$ cat src/rtl/gpio_port_pkg.sv
package gpio_port_pkg;
  localparam int PINS    = 16;
  localparam int NIB_W   = 4;
  localparam int CFG_W   = PINS * NIB_W;
  localparam int DATA_W  = 32;
  localparam int CFG_WORDS = CFG_W / DATA_W;
  localparam int KEY_BIT = 16;

  // register indexes (word address)
  localparam int RG_CFG_LO = 0;
  localparam int RG_CFG_HI = 1;
  localparam int RG_IDR    = 2;
  localparam int RG_ODR    = 3;
  localparam int RG_SETCLR = 4;
  localparam int RG_CLR    = 5;
  localparam int RG_LOCK   = 6;
  localparam int NREG      = 7;

  localparam logic [1:0] SZ_WORD = 2'b10;

  typedef struct packed {
    logic oe;
    logic od;
    logic pu;
    logic pd;
    logic af;
    logic an;
  } pin_flags_t;

  // nibble = {CNF[1:0], MODE[1:0]}
  function automatic pin_flags_t decode_nibble(input logic [NIB_W-1:0] nib,
                                               input logic odr_bit);
    pin_flags_t f;
    f = '0;
    if (nib[1:0] == 2'b00) begin
      case (nib[3:2])
        2'b00:   f.an = 1'b1;
        2'b10: begin
          f.pu = odr_bit;
          f.pd = ~odr_bit;
        end
        default: ;
      endcase
    end else begin
      f.oe = 1'b1;
      f.od = nib[2];
      f.af = nib[3];
    end
    return f;
  endfunction

  function automatic logic [PINS-1:0] apply_setclr(input logic [PINS-1:0] cur,
                                                   input logic [DATA_W-1:0] w);
    return (cur & ~w[2*PINS-1:PINS]) | w[PINS-1:0];
  endfunction

  function automatic logic [PINS-1:0] apply_clr(input logic [PINS-1:0] cur,
                                                input logic [DATA_W-1:0] w);
    return cur & ~w[PINS-1:0];
  endfunction

  function automatic logic [CFG_W-1:0] expand_mask(input logic [PINS-1:0] m);
    logic [CFG_W-1:0] r;
    for (int i = 0; i < PINS; i++) r[i*NIB_W +: NIB_W] = {NIB_W{m[i]}};
    return r;
  endfunction
endpackage

$ cat src/rtl/gpio_bus_dec.sv
module gpio_bus_dec
  import gpio_port_pkg::*;
#(
  parameter int ADDR_W = 5
) (
  input  logic [ADDR_W-3:0] word_idx,
  output logic [NREG-1:0]   hit
);
  localparam int IDX_W = ADDR_W - 2;

  for (genvar k = 0; k < NREG; k++) begin : g_hit
    assign hit[k] = (word_idx == IDX_W'(k));
  end
endmodule

$ cat src/rtl/gpio_lock_seq.sv
module gpio_lock_seq
  import gpio_port_pkg::*;
(
  input  logic              clk,
  input  logic              rst_n,
  input  logic              wr_evt,
  input  logic              rd_evt,
  input  logic [KEY_BIT:0]  wdata,
  output logic              lock_on,
  output logic [PINS-1:0]   lock_mask
);
  typedef enum logic [1:0] {LK_IDLE, LK_W1, LK_W2, LK_W3} lk_state_e;
  lk_state_e st_q;

  logic            key;
  logic [PINS-1:0] m_in;
  logic            same;

  assign key  = wdata[KEY_BIT];
  assign m_in = wdata[PINS-1:0];
  assign same = (m_in == lock_mask);

  always_ff @(posedge clk or negedge rst_n) begin
    if (!rst_n) begin
      st_q      <= LK_IDLE;
      lock_on   <= 1'b0;
      lock_mask <= '0;
    end else if (!lock_on) begin
      if (wr_evt) lock_mask <= m_in;
      case (st_q)
        LK_IDLE: if (wr_evt && key) st_q <= LK_W1;
        LK_W1: begin
          if (wr_evt) st_q <= (!key && same) ? LK_W2 : (key ? LK_W1 : LK_IDLE);
          else if (rd_evt) st_q <= LK_IDLE;
        end
        LK_W2: begin
          if (wr_evt) st_q <= (key && same) ? LK_W3 : (key ? LK_W1 : LK_IDLE);
          else if (rd_evt) st_q <= LK_IDLE;
        end
        LK_W3: begin
          if (wr_evt) st_q <= key ? LK_W1 : LK_IDLE;
          else if (rd_evt) begin
            // this read still returns locked=0; the next one returns 1
            lock_on <= 1'b1;
            st_q    <= LK_IDLE;
          end
        end
        default: st_q <= LK_IDLE;
      endcase
    end
  end
endmodule

$ cat src/rtl/gpio_cfg_bank.sv
module gpio_cfg_bank
  import gpio_port_pkg::*;
(
  input  logic                 clk,
  input  logic                 rst_n,
  input  logic [CFG_WORDS-1:0] wr_word,
  input  logic [DATA_W-1:0]    wdata,
  input  logic [CFG_W-1:0]     keep_mask,
  output logic [CFG_W-1:0]     cfg_q
);
  localparam logic [NIB_W-1:0]  NIB_RST = 4'b0100;
  localparam logic [CFG_W-1:0]  CFG_RST = {PINS{NIB_RST}};

  for (genvar w = 0; w < CFG_WORDS; w++) begin : g_word
    logic [DATA_W-1:0] keep;
    assign keep = keep_mask[w*DATA_W +: DATA_W];
    always_ff @(posedge clk or negedge rst_n) begin
      if (!rst_n) cfg_q[w*DATA_W +: DATA_W] <= CFG_RST[w*DATA_W +: DATA_W];
      else if (wr_word[w])
        cfg_q[w*DATA_W +: DATA_W] <= (cfg_q[w*DATA_W +: DATA_W] & keep) | (wdata & ~keep);
    end
  end
endmodule

$ cat src/rtl/gpio_pin_decode.sv
module gpio_pin_decode
  import gpio_port_pkg::*;
(
  input  logic [CFG_W-1:0] cfg,
  input  logic [PINS-1:0]  odr,
  output logic [PINS-1:0]  oe,
  output logic [PINS-1:0]  od,
  output logic [PINS-1:0]  pu,
  output logic [PINS-1:0]  pd,
  output logic [PINS-1:0]  af,
  output logic [PINS-1:0]  an
);
  for (genvar p = 0; p < PINS; p++) begin : g_pin
    pin_flags_t f;
    assign f     = decode_nibble(cfg[p*NIB_W +: NIB_W], odr[p]);
    assign oe[p] = f.oe;
    assign od[p] = f.od;
    assign pu[p] = f.pu;
    assign pd[p] = f.pd;
    assign af[p] = f.af;
    assign an[p] = f.an;
  end
endmodule

$ cat src/rtl/gpio_in_sync.sv
module gpio_in_sync
  import gpio_port_pkg::*;
#(
  parameter int STAGES = 2
) (
  input  logic            clk,
  input  logic            rst_n,
  input  logic [PINS-1:0] din,
  output logic [PINS-1:0] dout
);
  logic [PINS-1:0] chain [STAGES];

  for (genvar s = 0; s < STAGES; s++) begin : g_stage
    always_ff @(posedge clk or negedge rst_n) begin
      if (!rst_n) chain[s] <= '0;
      else if (s == 0) chain[s] <= din;
      else chain[s] <= chain[(s == 0) ? 0 : s-1];
    end
  end
  assign dout = chain[STAGES-1];
endmodule

$ cat src/rtl/gpio_port_ctrl.sv
module gpio_port_ctrl
  import gpio_port_pkg::*;
#(
  parameter int ADDR_W      = 5,
  parameter int SYNC_STAGES = 2
) (
  input  logic              clk,
  input  logic              rst_n,
  input  logic              bus_sel,
  input  logic              bus_wr,
  input  logic [ADDR_W-1:0] bus_addr,
  input  logic [1:0]        bus_size,
  input  logic [31:0]       bus_wdata,
  output logic              bus_ack,
  output logic [31:0]       bus_rdata,
  output logic              bus_err,
  input  logic [15:0]       pin_in,
  output logic [15:0]       pin_out,
  output logic [15:0]       pin_oe,
  output logic [15:0]       pin_od,
  output logic [15:0]       pin_pu,
  output logic [15:0]       pin_pd,
  output logic [15:0]       pin_af,
  output logic [15:0]       pin_an
);
  // named events for the checker
  logic            acc_word, acc_bad;
  logic [NREG-1:0] hit, wr_evt, rd_evt;
  logic            wr_setclr_evt, wr_clr_evt;
  logic [PINS-1:0] odr_q, idr_sync, lock_mask;
  logic            lock_on;
  logic [CFG_W-1:0] cfg_q, keep_mask;
  logic [DATA_W-1:0] rd_mux;

  assign acc_word = bus_sel && (bus_size == SZ_WORD) && (bus_addr[1:0] == 2'b00);
  assign acc_bad  = bus_sel && !acc_word;

  gpio_bus_dec #(.ADDR_W(ADDR_W)) u_dec (
    .word_idx (bus_addr[ADDR_W-1:2]),
    .hit      (hit)
  );

  assign wr_evt = {NREG{acc_word &&  bus_wr}} & hit;
  assign rd_evt = {NREG{acc_word && !bus_wr}} & hit;
  assign wr_setclr_evt = wr_evt[RG_SETCLR];
  assign wr_clr_evt    = wr_evt[RG_CLR];

  always_ff @(posedge clk or negedge rst_n) begin
    if (!rst_n) odr_q <= '0;
    else if (wr_evt[RG_ODR])  odr_q <= bus_wdata[PINS-1:0];
    else if (wr_setclr_evt)   odr_q <= apply_setclr(odr_q, bus_wdata);
    else if (wr_clr_evt)      odr_q <= apply_clr(odr_q, bus_wdata);
  end

  gpio_lock_seq u_lock (
    .clk       (clk),
    .rst_n     (rst_n),
    .wr_evt    (wr_evt[RG_LOCK]),
    .rd_evt    (rd_evt[RG_LOCK]),
    .wdata     (bus_wdata[KEY_BIT:0]),
    .lock_on   (lock_on),
    .lock_mask (lock_mask)
  );

  assign keep_mask = lock_on ? expand_mask(lock_mask) : '0;

  gpio_cfg_bank u_cfg (
    .clk       (clk),
    .rst_n     (rst_n),
    .wr_word   ({wr_evt[RG_CFG_HI], wr_evt[RG_CFG_LO]}),
    .wdata     (bus_wdata),
    .keep_mask (keep_mask),
    .cfg_q     (cfg_q)
  );

  gpio_pin_decode u_pins (
    .cfg (cfg_q),
    .odr (odr_q),
    .oe  (pin_oe),
    .od  (pin_od),
    .pu  (pin_pu),
    .pd  (pin_pd),
    .af  (pin_af),
    .an  (pin_an)
  );

  gpio_in_sync #(.STAGES(SYNC_STAGES)) u_sync (
    .clk   (clk),
    .rst_n (rst_n),
    .din   (pin_in),
    .dout  (idr_sync)
  );

  assign pin_out = odr_q;

  always_comb begin
    rd_mux = '0;
    case (1'b1)
      hit[RG_CFG_LO]: rd_mux = cfg_q[DATA_W-1:0];
      hit[RG_CFG_HI]: rd_mux = cfg_q[2*DATA_W-1:DATA_W];
      hit[RG_IDR]:    rd_mux = {{(DATA_W-PINS){1'b0}}, idr_sync & ~pin_an};
      hit[RG_ODR]:    rd_mux = {{(DATA_W-PINS){1'b0}}, odr_q};
      hit[RG_LOCK]:   rd_mux = {{(DATA_W-PINS-1){1'b0}}, lock_on, lock_mask};
      default:        rd_mux = '0;
    endcase
  end

  always_ff @(posedge clk or negedge rst_n) begin
    if (!rst_n) begin
      bus_ack   <= 1'b0;
      bus_err   <= 1'b0;
      bus_rdata <= '0;
    end else begin
      bus_ack   <= bus_sel;
      bus_err   <= acc_bad;
      bus_rdata <= (bus_sel && !acc_bad && !bus_wr) ? rd_mux : '0;
    end
  end
endmodule

$ cat config.mk
export PLATFORM = sky130hd
export DESIGN_NAME = gpio_port_ctrl
export DESIGN_NICKNAME = d
export VERILOG_FILES = /design/src/rtl/gpio_port_pkg.sv /design/src/rtl/gpio_bus_dec.sv /design/src/rtl/gpio_lock_seq.sv /design/src/rtl/gpio_cfg_bank.sv /design/src/rtl/gpio_pin_decode.sv /design/src/rtl/gpio_in_sync.sv /design/src/rtl/gpio_port_ctrl.sv
export SDC_FILE = /design/constraint.sdc
export NUM_CORES = 1
export LEC_CHECK = 0
export BUFFER_PORTS_ARGS = -buffer_cell sky130_fd_sc_hd__buf_2
export CELL_PAD_IN_SITES_DETAIL_PLACEMENT = 2
export CELL_PAD_IN_SITES_GLOBAL_PLACEMENT = 2
export CORE_MARGIN = 5
export CORE_UTILIZATION = 33
export CTS_CLUSTER_SIZE = 10
export DETAILED_ROUTE_END_ITERATION = 8
export PLACE_DENSITY_LB_ADDON = 0.1
export SYNTH_ARGS = -nofsm -noshare
export SYNTH_HDL_FRONTEND = slang
export SYNTH_SLANG_ARGS = --single-unit
$ cat constraint.sdc
create_clock -name clk -period 2 [get_ports clk]
set_input_delay 0.3 -clock clk [delete_from_list [all_inputs] [get_ports clk]]
set_output_delay 0.3 -clock clk [all_outputs]
set_load 0.05 [all_outputs]
==> summary.txt, run 1 <==
Outcome
  – Status: complete, no violations

Global routing
  – All-Layer GR Usage: 0.233
  – Global-route wire length before repair: 47000 um
  – Largest net degree at the start of global routing: 48
  – Grt ovf: 0
  – Initial antenna violation count: 0
  – Vias in the first global route: 7580

Detailed routing
  – DRC: 0
  – Avg Vias per Cell: 5.25
  – Routed WL per cell: 24.5 um
  – WL final: 30600 um
  – Vias: 6567
  – TritonRoute pass-1 iters: 4
  – Iter 0 DRT Violations: 287
  – Final ANT Viol Nets: 0

Placed design
  – DPL Wire Length: 22300 um
  – Cells after DPL: 1199
  – GP Congestion: 0.843
  – Place WS: -101 ps
  – # port buffers: 204

Final layout
  – Share of layout cells above drive strength 1: 0.490
  – Area Growth Syn to Fin: 36.7%
  – Most frequent cells in the layout: buf_2 (159), dfrtp_1 (149), mux2_2 (89), nand2_1 (81), buf_4 (55)
  – Nets: 983
  – Fin cells: 1250
  – Antenna Diode Count: 0
  – Most common cell after layout, fill and taps aside: buf_2

Setup path
  – Crit path required time: 1700 ps
  – Crit Path Category: reg -> out
  – Crit path DAT: 1660 ps
  – Setup crit end kind: output port
  – Startpoint Class: register
  – Internal reg-to-reg setup slack: 140 ps
  – Reg-to-Reg End: u_lock.st_q[1]
  – Critical R2R Launch: u_lock.lock_on
  – Reg2Reg Depth: 4
  – Worst-path fanout max: 5

STA
  – Tmin final: 1960 ps
  – Slew headroom: 0.516
  – Worst-margin pin slew: 720 ps
  – Achievable clock frequency: 510 MHz
  – Max Slew Vio Count: 0
  – Fin crit share: 0.981
  – Clock skew: 10.8 ps
  – Hold Vio Cnt, Final: 0
  – Final setup margin: 38.0 ps
  – Setup Viol. Count Final: 0

Yosys
  – Flops & latches, synth: 165
  – Simple-gate share of the synthesized area: 0.170
  – Mapped Area: 0.00766 mm2
  – Sequential cell area fraction in the yosys report: 0.542
  – Post-synthesis xor/xnor area fraction: 0.0183
  – Main combinational cell family by area after synthesis: simple AND/OR/NAND/NOR gates
  – Cells after synthesis: 686
  – Compound-Gate Fraction of Synth Area: 0.0825
  – Unique masters post-synth: 43
  – Synth warn: 0
  – Syn_nets: 745
  – Avg Cell Area, Syn: 11.2 um2
  – Post-Synth Adder-Cell Area: 0
  – Multiplexer area fraction after synthesis: 0.162

Pwr
  – Leak pwr: 0.00524 uW
  – Sequential power share: 0.421
  – Sw frac: 0.314
  – NetSw: 2750 uW
  – Clock network power share: 0.399
  – Comb pwr share: 0.180
  – Pwr per Cell Area: 836 mW/mm2
  – Cell Int Power: 6010 uW
  – Max rail drop VDD: 509 uV

Clock tree
  – Number of CTS-inserted buffers: 17
  – Skew-Pair Late Insertion Delay: 430 ps
  – Clock Root Buffer: clkbuf_16
  – CTS sink cnt: 165
  – Clock buffer depth: 2
  – Clock Pin Slew Worst Setup and Hold Paths: 70 ps
  – CTS tree: done
  – Htree depth: 4

Worst hold path
  – Hold Path Class: in -> reg
  – WHS Endpoint: bus_ack
  – Hold Path Stages: 1
  – Hold Path Origin: bus_sel

Die
  – FP Rows: 55
  – Chip height: 162 um
  – Chip width: 162 um
  – I/O Pins: 205
  – Die area: 0.0264 mm2
  – Initial Util: 0.336
  – Area of the core: 0.0228 mm2

Run
  – Max Cap Violations: 0
-- cell type report --
cell class	count	area, um2
Clock buffer	17	425
Clock inverter	15	190
Fill cell	2346	12300
Inverter	2	7.51
Multi-Input combinational cell	477	3560
Sequential cell	165	4150
Tap cell	313	392
Timing Repair Buffer	261	1750
-- stage by stage --
step / setup TNS [ps] / utilization / total power, uW / cell area (um2) / hold slack [ps]
final: 0 / 0.460 / 8760 / 10500 / 80.9
after global routing: -30.9 / 0.460 / 9100 / 10500 / 61.1
after CTS: -33.3 / 0.455 / 8810 / 10400 / 0.0795
after detailed placement: -1230 / 0.411 / 5190 / 9350 / 211
after global placement: -222 / 0.411 / 5140 / 9350 / 204
after floorplan: -2630 / - / 4600 / 7780 / 4.41
-- worst max-delay path by stage --
stage,slack [ps],start,end
2_1_floorplan,-180,register,bus_rdata[13]
3_3_place_gp,-70,bus_size[0],register
3_5_place_dp,-100,bus_size[0],register
4_1_cts,-20,register,pin_an[7]
5_1_grt,-20,register,pin_pd[3]
6_report,40,register,pin_an[9]
-- routing by layer --
layer  vias up  global-route usage  part of all wire
li1       2886                   -                 -
met1      3424               0.305              0.43
met2       212               0.392              0.50
met3        45              0.0451             0.053
met4         0              0.0738             0.023
met5         -                   0                 0
-- kinds of logic (layout without fill, tap and decap cells) --
group	count (synthesis)	in the layout
simple gates	261	261
buf+inv	44	295
compound gates	87	87
mux	113	113
xor+xnor	16	16
flops	165	165
-- power groups by stage --
stage	Combinational (uW)	Clock [uW]	Sequential [uW]
finish	1580	3490	3690
global route	1670	3720	3710
CTS	1560	3570	3690
detailed placement	1450	0	3740
global placement	1420	0	3730
floorplan	835	0	3760
-- cell usage after synthesis, drive strengths merged --
master / n / area [um2]
nor4b: 1 / 23.8
nand3b: 1 / 7.51
nand4: 9 / 56.3
a211oi: 16 / 120
or3b: 1 / 8.76
nand4bb: 1 / 11.3
xnor2: 1 / 8.76
clkbuf: 28 / 105
or2: 16 / 100
a41o: 1 / 10.0
o2111ai: 2 / 17.5
buf: 14 / 81.3
xor2: 15 / 131
or3: 1 / 6.26
and2b: 1 / 7.51
dfrtp: 149 / 3730
and3b: 2 / 17.5
o221a: 8 / 90.1
a21oi: 16 / 80.1
o2bb2ai: 8 / 70.1
nor4: 5 / 31.3
a22oi: 9 / 67.6
nand2b: 9 / 56.3
and2: 33 / 206
nand3: 1 / 5.00
mux2: 89 / 1000
o2111a: 1 / 11.3
inv: 2 / 7.51
and3: 17 / 106
nor3: 18 / 90.1
nand2: 83 / 314
mux2i: 24 / 240
nor3b: 2 / 25.0
o21ai: 16 / 80.1
o22ai: 1 / 6.26
nor2b: 1 / 6.26
a2bb2oi: 8 / 70.1
a2111oi: 1 / 8.76
nor2: 59 / 221
dfstp: 16 / 420
-- critical path, stage by stage (launching register included) --
cell	delay, ps
dfrtp_1	410
or2_4	300
nor3_2	260
buf_4	270
-- repair_timing --
item	4_1_cts	5_1_grt
pin swaps	0	4
hold buffers	16	1
hold endpoints to repair	38	1
setup buffers	0	2
endpoints found under the setup margin	47	30
resized for setup	79	28
Power figures use the tool's default switching activity.
==> run 2: changes to the inputs <==
- RECOVER_POWER: unset -> 50
==> summary.txt, run 2 (same netlist as run 1, synthesis figures left out) <==
Outcome
  – Status: complete, no violations

STA
  – Clock skew: 10.8 ps
  – Worst-margin pin slew: 898 ps
  – Hold Vio Cnt, Final: 0
  – Tmin final: 1960 ps
  – Fin crit share: 0.980
  – Slew headroom: 0.401
  – Achievable clock frequency: 510 MHz
  – Max Slew Vio Count: 0
  – Setup Viol. Count Final: 0

Setup path
  – Worst-path fanout max: 5
  – Crit path DAT: 1660 ps
  – Critical R2R Launch: u_lock.lock_on
  – Setup crit end kind: output port
  – Startpoint Class: register
  – Crit path required time: 1700 ps
  – Crit Path Category: reg -> out

Final layout
  – Most common cell after layout, fill and taps aside: dfrtp_1
  – Nets: 983
  – Share of layout cells above drive strength 1: 0.473
  – Design Area, Final: 0.0104 mm2
  – Area Growth Syn to Fin: 36.3%
  – Most frequent cells in the layout: dfrtp_1 (149), buf_2 (142), mux2_2 (89), nand2_1 (81), buf_4 (52)
  – Antenna Diode Count: 0

Detailed routing
  – WL final: 30600 um
  – DRC: 0
  – Iter 0 DRT Violations: 281
  – Routed WL per cell: 24.5 um
  – TritonRoute pass-1 iters: 4
  – Avg Vias per Cell: 5.21
  – Vias: 6518
  – Final ANT Viol Nets: 0

Die
  – Chip height: 162 um
  – Area of the core: 0.0228 mm2
  – I/O Pins: 205
  – Die area: 0.0264 mm2
  – Chip width: 162 um
  – Initial Util: 0.336
  – FP Rows: 55

Clock tree
  – CTS tree: done
  – Clock Pin Slew Worst Setup and Hold Paths: 70 ps
  – Number of CTS-inserted buffers: 17
  – Clock Root Buffer: clkbuf_16
  – Clock buffer depth: 2
  – CTS sink cnt: 165
  – Htree depth: 4
  – Skew-Pair Late Insertion Delay: 430 ps

Pwr
  – Total power draw: 8760 uW
  – Clock network power share: 0.399
  – Pwr per Cell Area: 839 mW/mm2
  – Leak pwr: 0.00517 uW
  – Max rail drop VDD: 509 uV
  – Comb pwr share: 0.180
  – Sw frac: 0.314
  – Cell Int Power: 6010 uW
  – NetSw: 2750 uW
  – Sequential power share: 0.421

Global routing
  – All-Layer GR Usage: 0.233
  – Global-route wire length before repair: 47000 um
  – Grt ovf: 0
  – Largest net degree at the start of global routing: 48
  – Vias in the first global route: 7580
  – Initial antenna violation count: 0

Placed design
  – DPL Wire Length: 22300 um
  – # port buffers: 204
  – Placed cell area: 0.00935 mm2
  – GP Congestion: 0.843

Worst hold path
  – Hold Path Class: in -> reg
  – Hold Path Origin: bus_sel

Run
  – Max Cap Violations: 0
==> run 2: power by group through the flow <==
stage	Clock (uW)	Sequential, uW	Combinational (uW)
after detailed placement	0	3740	1450
after global placement	0	3730	1420
after global routing	3720	3710	1670
after CTS	3570	3690	1560
final	3500	3690	1570
after floorplan	0	3760	835
==> run 2: layout make-up <==
cell class / instances / area [um2]
inverters: 2 / 7.51
clock buffers: 17 / 425
clock inverters: 15 / 190
multi-input cells: 477 / 3560
repair buffers: 261 / 1710
well taps: 313 / 392
flip-flops and latches: 165 / 4150
fillers: 2359 / 12300
==> run 2: worst paths after layout <==
kind                                              endpoint  slack [ps]  cells past startpoint
worst max-delay path                             pin_an[9]          40                      3
worst min-delay path                               bus_ack         150                      1
worst max register to register              u_lock.st_q[1]         140                      4
worst min register to register              u_sync.dout[2]         360                      0
max in group asynchronous       asynchronous set/reset pin         640                      3
min in group asynchronous                    bus_rdata[20]         530                      2
==> run 2: critical path, cell delays in order (launching register included) <==
cell and delay [ps]:
dfrtp_1 400, or2_4 300, nor3_2 260, buf_4 270
==> run 2: through the flow <==
stage	hold slack (ps)	util	worst slack (ps)	std cells	TNS [ps]
4_1_cts	0.0795	0.455	-22.0	1247	-33.3
5_1_grt	132	0.458	-20.6	1250	-30.9
3_5_place_dp	211	0.411	-101	1199	-1230
3_3_place_gp	204	0.411	-66.2	1199	-222
2_1_floorplan	4.41	-	-182	686	-2630
6_report	151	0.458	40.1	1250	0
==> run 2: what timing repair did <==
action,in CTS,in global routing
hold buffers,16,1
pin swaps,0,4
gates cloned,0,0
hold endpoints to repair,38,1
buffers inserted,0,2
setup endpoints to repair,47,30
resized for setup,79,28
==> run 2: layer usage <==
metal,share of wire,global-route usage,wire (um)
met1,0.43,0.305,13100
met2,0.50,0.392,15300
met3,0.053,0.0451,1630
met4,0.021,0.0738,628
met5,0,0,0
==> run 3: changes to the inputs <==
- CAP_MARGIN: unset -> 30
- SETUP_SLACK_MARGIN: unset -> 0.05
==> summary.txt, run 3 (same netlist as run 1, synthesis figures left out) <==
Worst hold path
  – WHS Endpoint: bus_ack
  – Hold Path Origin: bus_sel
  – Hold Path Stages: 1
  – Hold Path Class: in -> reg

Die
  – Die area: 0.0264 mm2
  – I/O Pins: 205
  – Area of the core: 0.0228 mm2
  – Chip height: 162 um
  – Initial Util: 0.336
  – Chip width: 162 um
  – FP Rows: 55

Pwr
  – Cell Int Power: 6080 uW
  – Sw frac: 0.313
  – Total power draw: 8840 uW
  – Leak pwr: 0.00527 uW
  – NetSw: 2770 uW
  – Max rail drop VDD: 422 uV
  – Pwr per Cell Area: 826 mW/mm2
  – Sequential power share: 0.419
  – Clock network power share: 0.395
  – Comb pwr share: 0.186

Final layout
  – Area occupied by multi-input gates: 0.00373 mm2
  – Antenna Diode Count: 0
  – Nets: 994
  – Most common cell after layout, fill and taps aside: dfrtp_1
  – Fin cells: 1261
  – Area Growth Syn to Fin: 39.8%
  – Share of layout cells above drive strength 1: 0.477
  – Most frequent cells in the layout: dfrtp_1 (149), buf_2 (141), mux2_2 (89), nand2_1 (78), buf_4 (49)
  – Register area: 0.00415 mm2
  – Fill cell count: 2348

Outcome
  – Status: complete, no violations

Run
  – Max Cap Violations: 0

Setup path
  – Reg-to-Reg End: u_lock.st_q[1]
  – Crit Path Category: reg -> out
  – Startpoint Class: register
  – Crit-path slowest cell: dfrtp_1
  – Cell breakdown of the critical path: or2_4 -> buf_4 -> and2_1 -> buf_2
  – Slowest stage delay, CP: 400 ps
  – Critical R2R Launch: u_lock.lock_on
  – Reg2Reg Depth: 4
  – Worst-path fanout max: 4
  – Setup crit end kind: output port
  – Crit path required time: 1700 ps
  – Internal reg-to-reg setup slack: 220 ps
  – Crit path DAT: 1630 ps

Clock tree
  – Skew-Pair Late Insertion Delay: 430 ps
  – Clock buffer depth: 2
  – CTS sink cnt: 165
  – Number of CTS-inserted buffers: 17
  – CTS tree: done
  – Htree depth: 4
  – Clock Pin Slew Worst Setup and Hold Paths: 70 ps
  – Clock Root Buffer: clkbuf_16

Placed design
  – GP Congestion: 0.799
  – # port buffers: 204
  – Cells after DPL: 1196
  – DPL Wire Length: 22200 um

Global routing
  – Global-route wire length before repair: 46500 um
  – All-Layer GR Usage: 0.231
  – Initial antenna violation count: 0
  – Grt ovf: 0
  – Vias in the first global route: 7516
  – Largest net degree at the start of global routing: 48

STA
  – Achievable clock frequency: 519 MHz
  – Worst-margin pin slew: 1250 ps
  – Fin crit share: 0.964
  – RSZ-0062 raised after global routing: true
  – Slew headroom: 0.170
  – Clock skew: 13.8 ps
  – Fin Hold WS: 129 ps
  – Tmin final: 1930 ps
  – Setup Viol. Count Final: 0
  – Hold Vio Cnt, Final: 0
  – Max Slew Vio Count: 0

Detailed routing
  – DRC: 0
  – Iter 0 DRT Violations: 324
  – Routed WL per cell: 24.3 um
  – Vias: 6626
  – WL final: 30700 um
  – TritonRoute pass-1 iters: 4
  – Final ANT Viol Nets: 0
  – Avg Vias per Cell: 5.25
run 3: cell types whose count changed in the layout (fill, tap and decap cells not counted), moves of 8 or more:
cell	delta
nor2_4	+14
nor2_2	-13
nor3_2	-13
nor3_4	+13
buf_8	+8
clkbuf_1	+8
run 3: per-layer routing:
layer / wire length, um / GRT usage / vias to the layer above
met5: 0 / 0 / -
met3: 1440 / 0.0428 / 24
met4: 321 / 0.0546 / 0
li1: - / - / 2909
met1: 13300 / 0.306 / 3499
met2: 15600 / 0.395 / 194
run 3: worst max-delay path: cells and delay by family, from the launching register on:
kind / cells / cell delay (ps)
AND/OR/NAND/NOR: 2 / 440
flip-flops: 1 / 400
buffers and inverters: 2 / 360
run 3: how the worst max path moves through the flow:
stage / depth (start not counted) / to / startpoint
floorplan: 4 / pin_pu[1] / register
global placement: 7 / register / bus_size[0]
detailed placement: 7 / register / bus_size[0]
CTS: 5 / pin_pd[0] / register
global route: 3 / pin_an[2] / register
finish: 4 / pin_od[11] / register
run 3: layout make-up:
class                      count  share of cell area
sequential                   165               0.387
inverter                       2            0.000701
timing repair buffer         272               0.170
clock inverter                13              0.0159
multi-input combinational    477               0.348
tap                          313              0.0366
clock buffer                  19              0.0414
run 3: power by group through the flow:
stage	registers (uW)	clock network, uW	logic [uW]
5_1_grt	3720	3710	1740
3_5_place_dp	3760	0	1490
3_3_place_gp	3750	0	1460
2_1_floorplan	3780	0	881
4_1_cts	3700	3550	1600
6_report	3700	3500	1650
run 3: repair_timing:
| action | 4_1_cts | 5_1_grt |
|---|---|---|
| pin swaps | 0 | 10 |
| setup endpoints to repair | 46 | 39 |
| hold buffers | 17 | 0 |
| gates cloned | 0 | 0 |
| endpoints found under the hold margin | 55 | 0 |
| gates resized for setup | 87 | 44 |
| setup buffers | 2 | 14 |
run 3: per-stage QoR:
step | util | setup TNS [ps] | worst slack (ps) | cell area, um2
2_1_floorplan | - | 0 | 28.5 | 7930
3_3_place_gp | 0.416 | -116 | -37.9 | 9470
3_5_place_dp | 0.416 | -416 | -61.3 | 9470
4_1_cts | 0.462 | 0 | 47.2 | 10500
5_1_grt | 0.470 | 0 | 9.86 | 10700
6_report | 0.470 | 0 | 72.4 | 10700
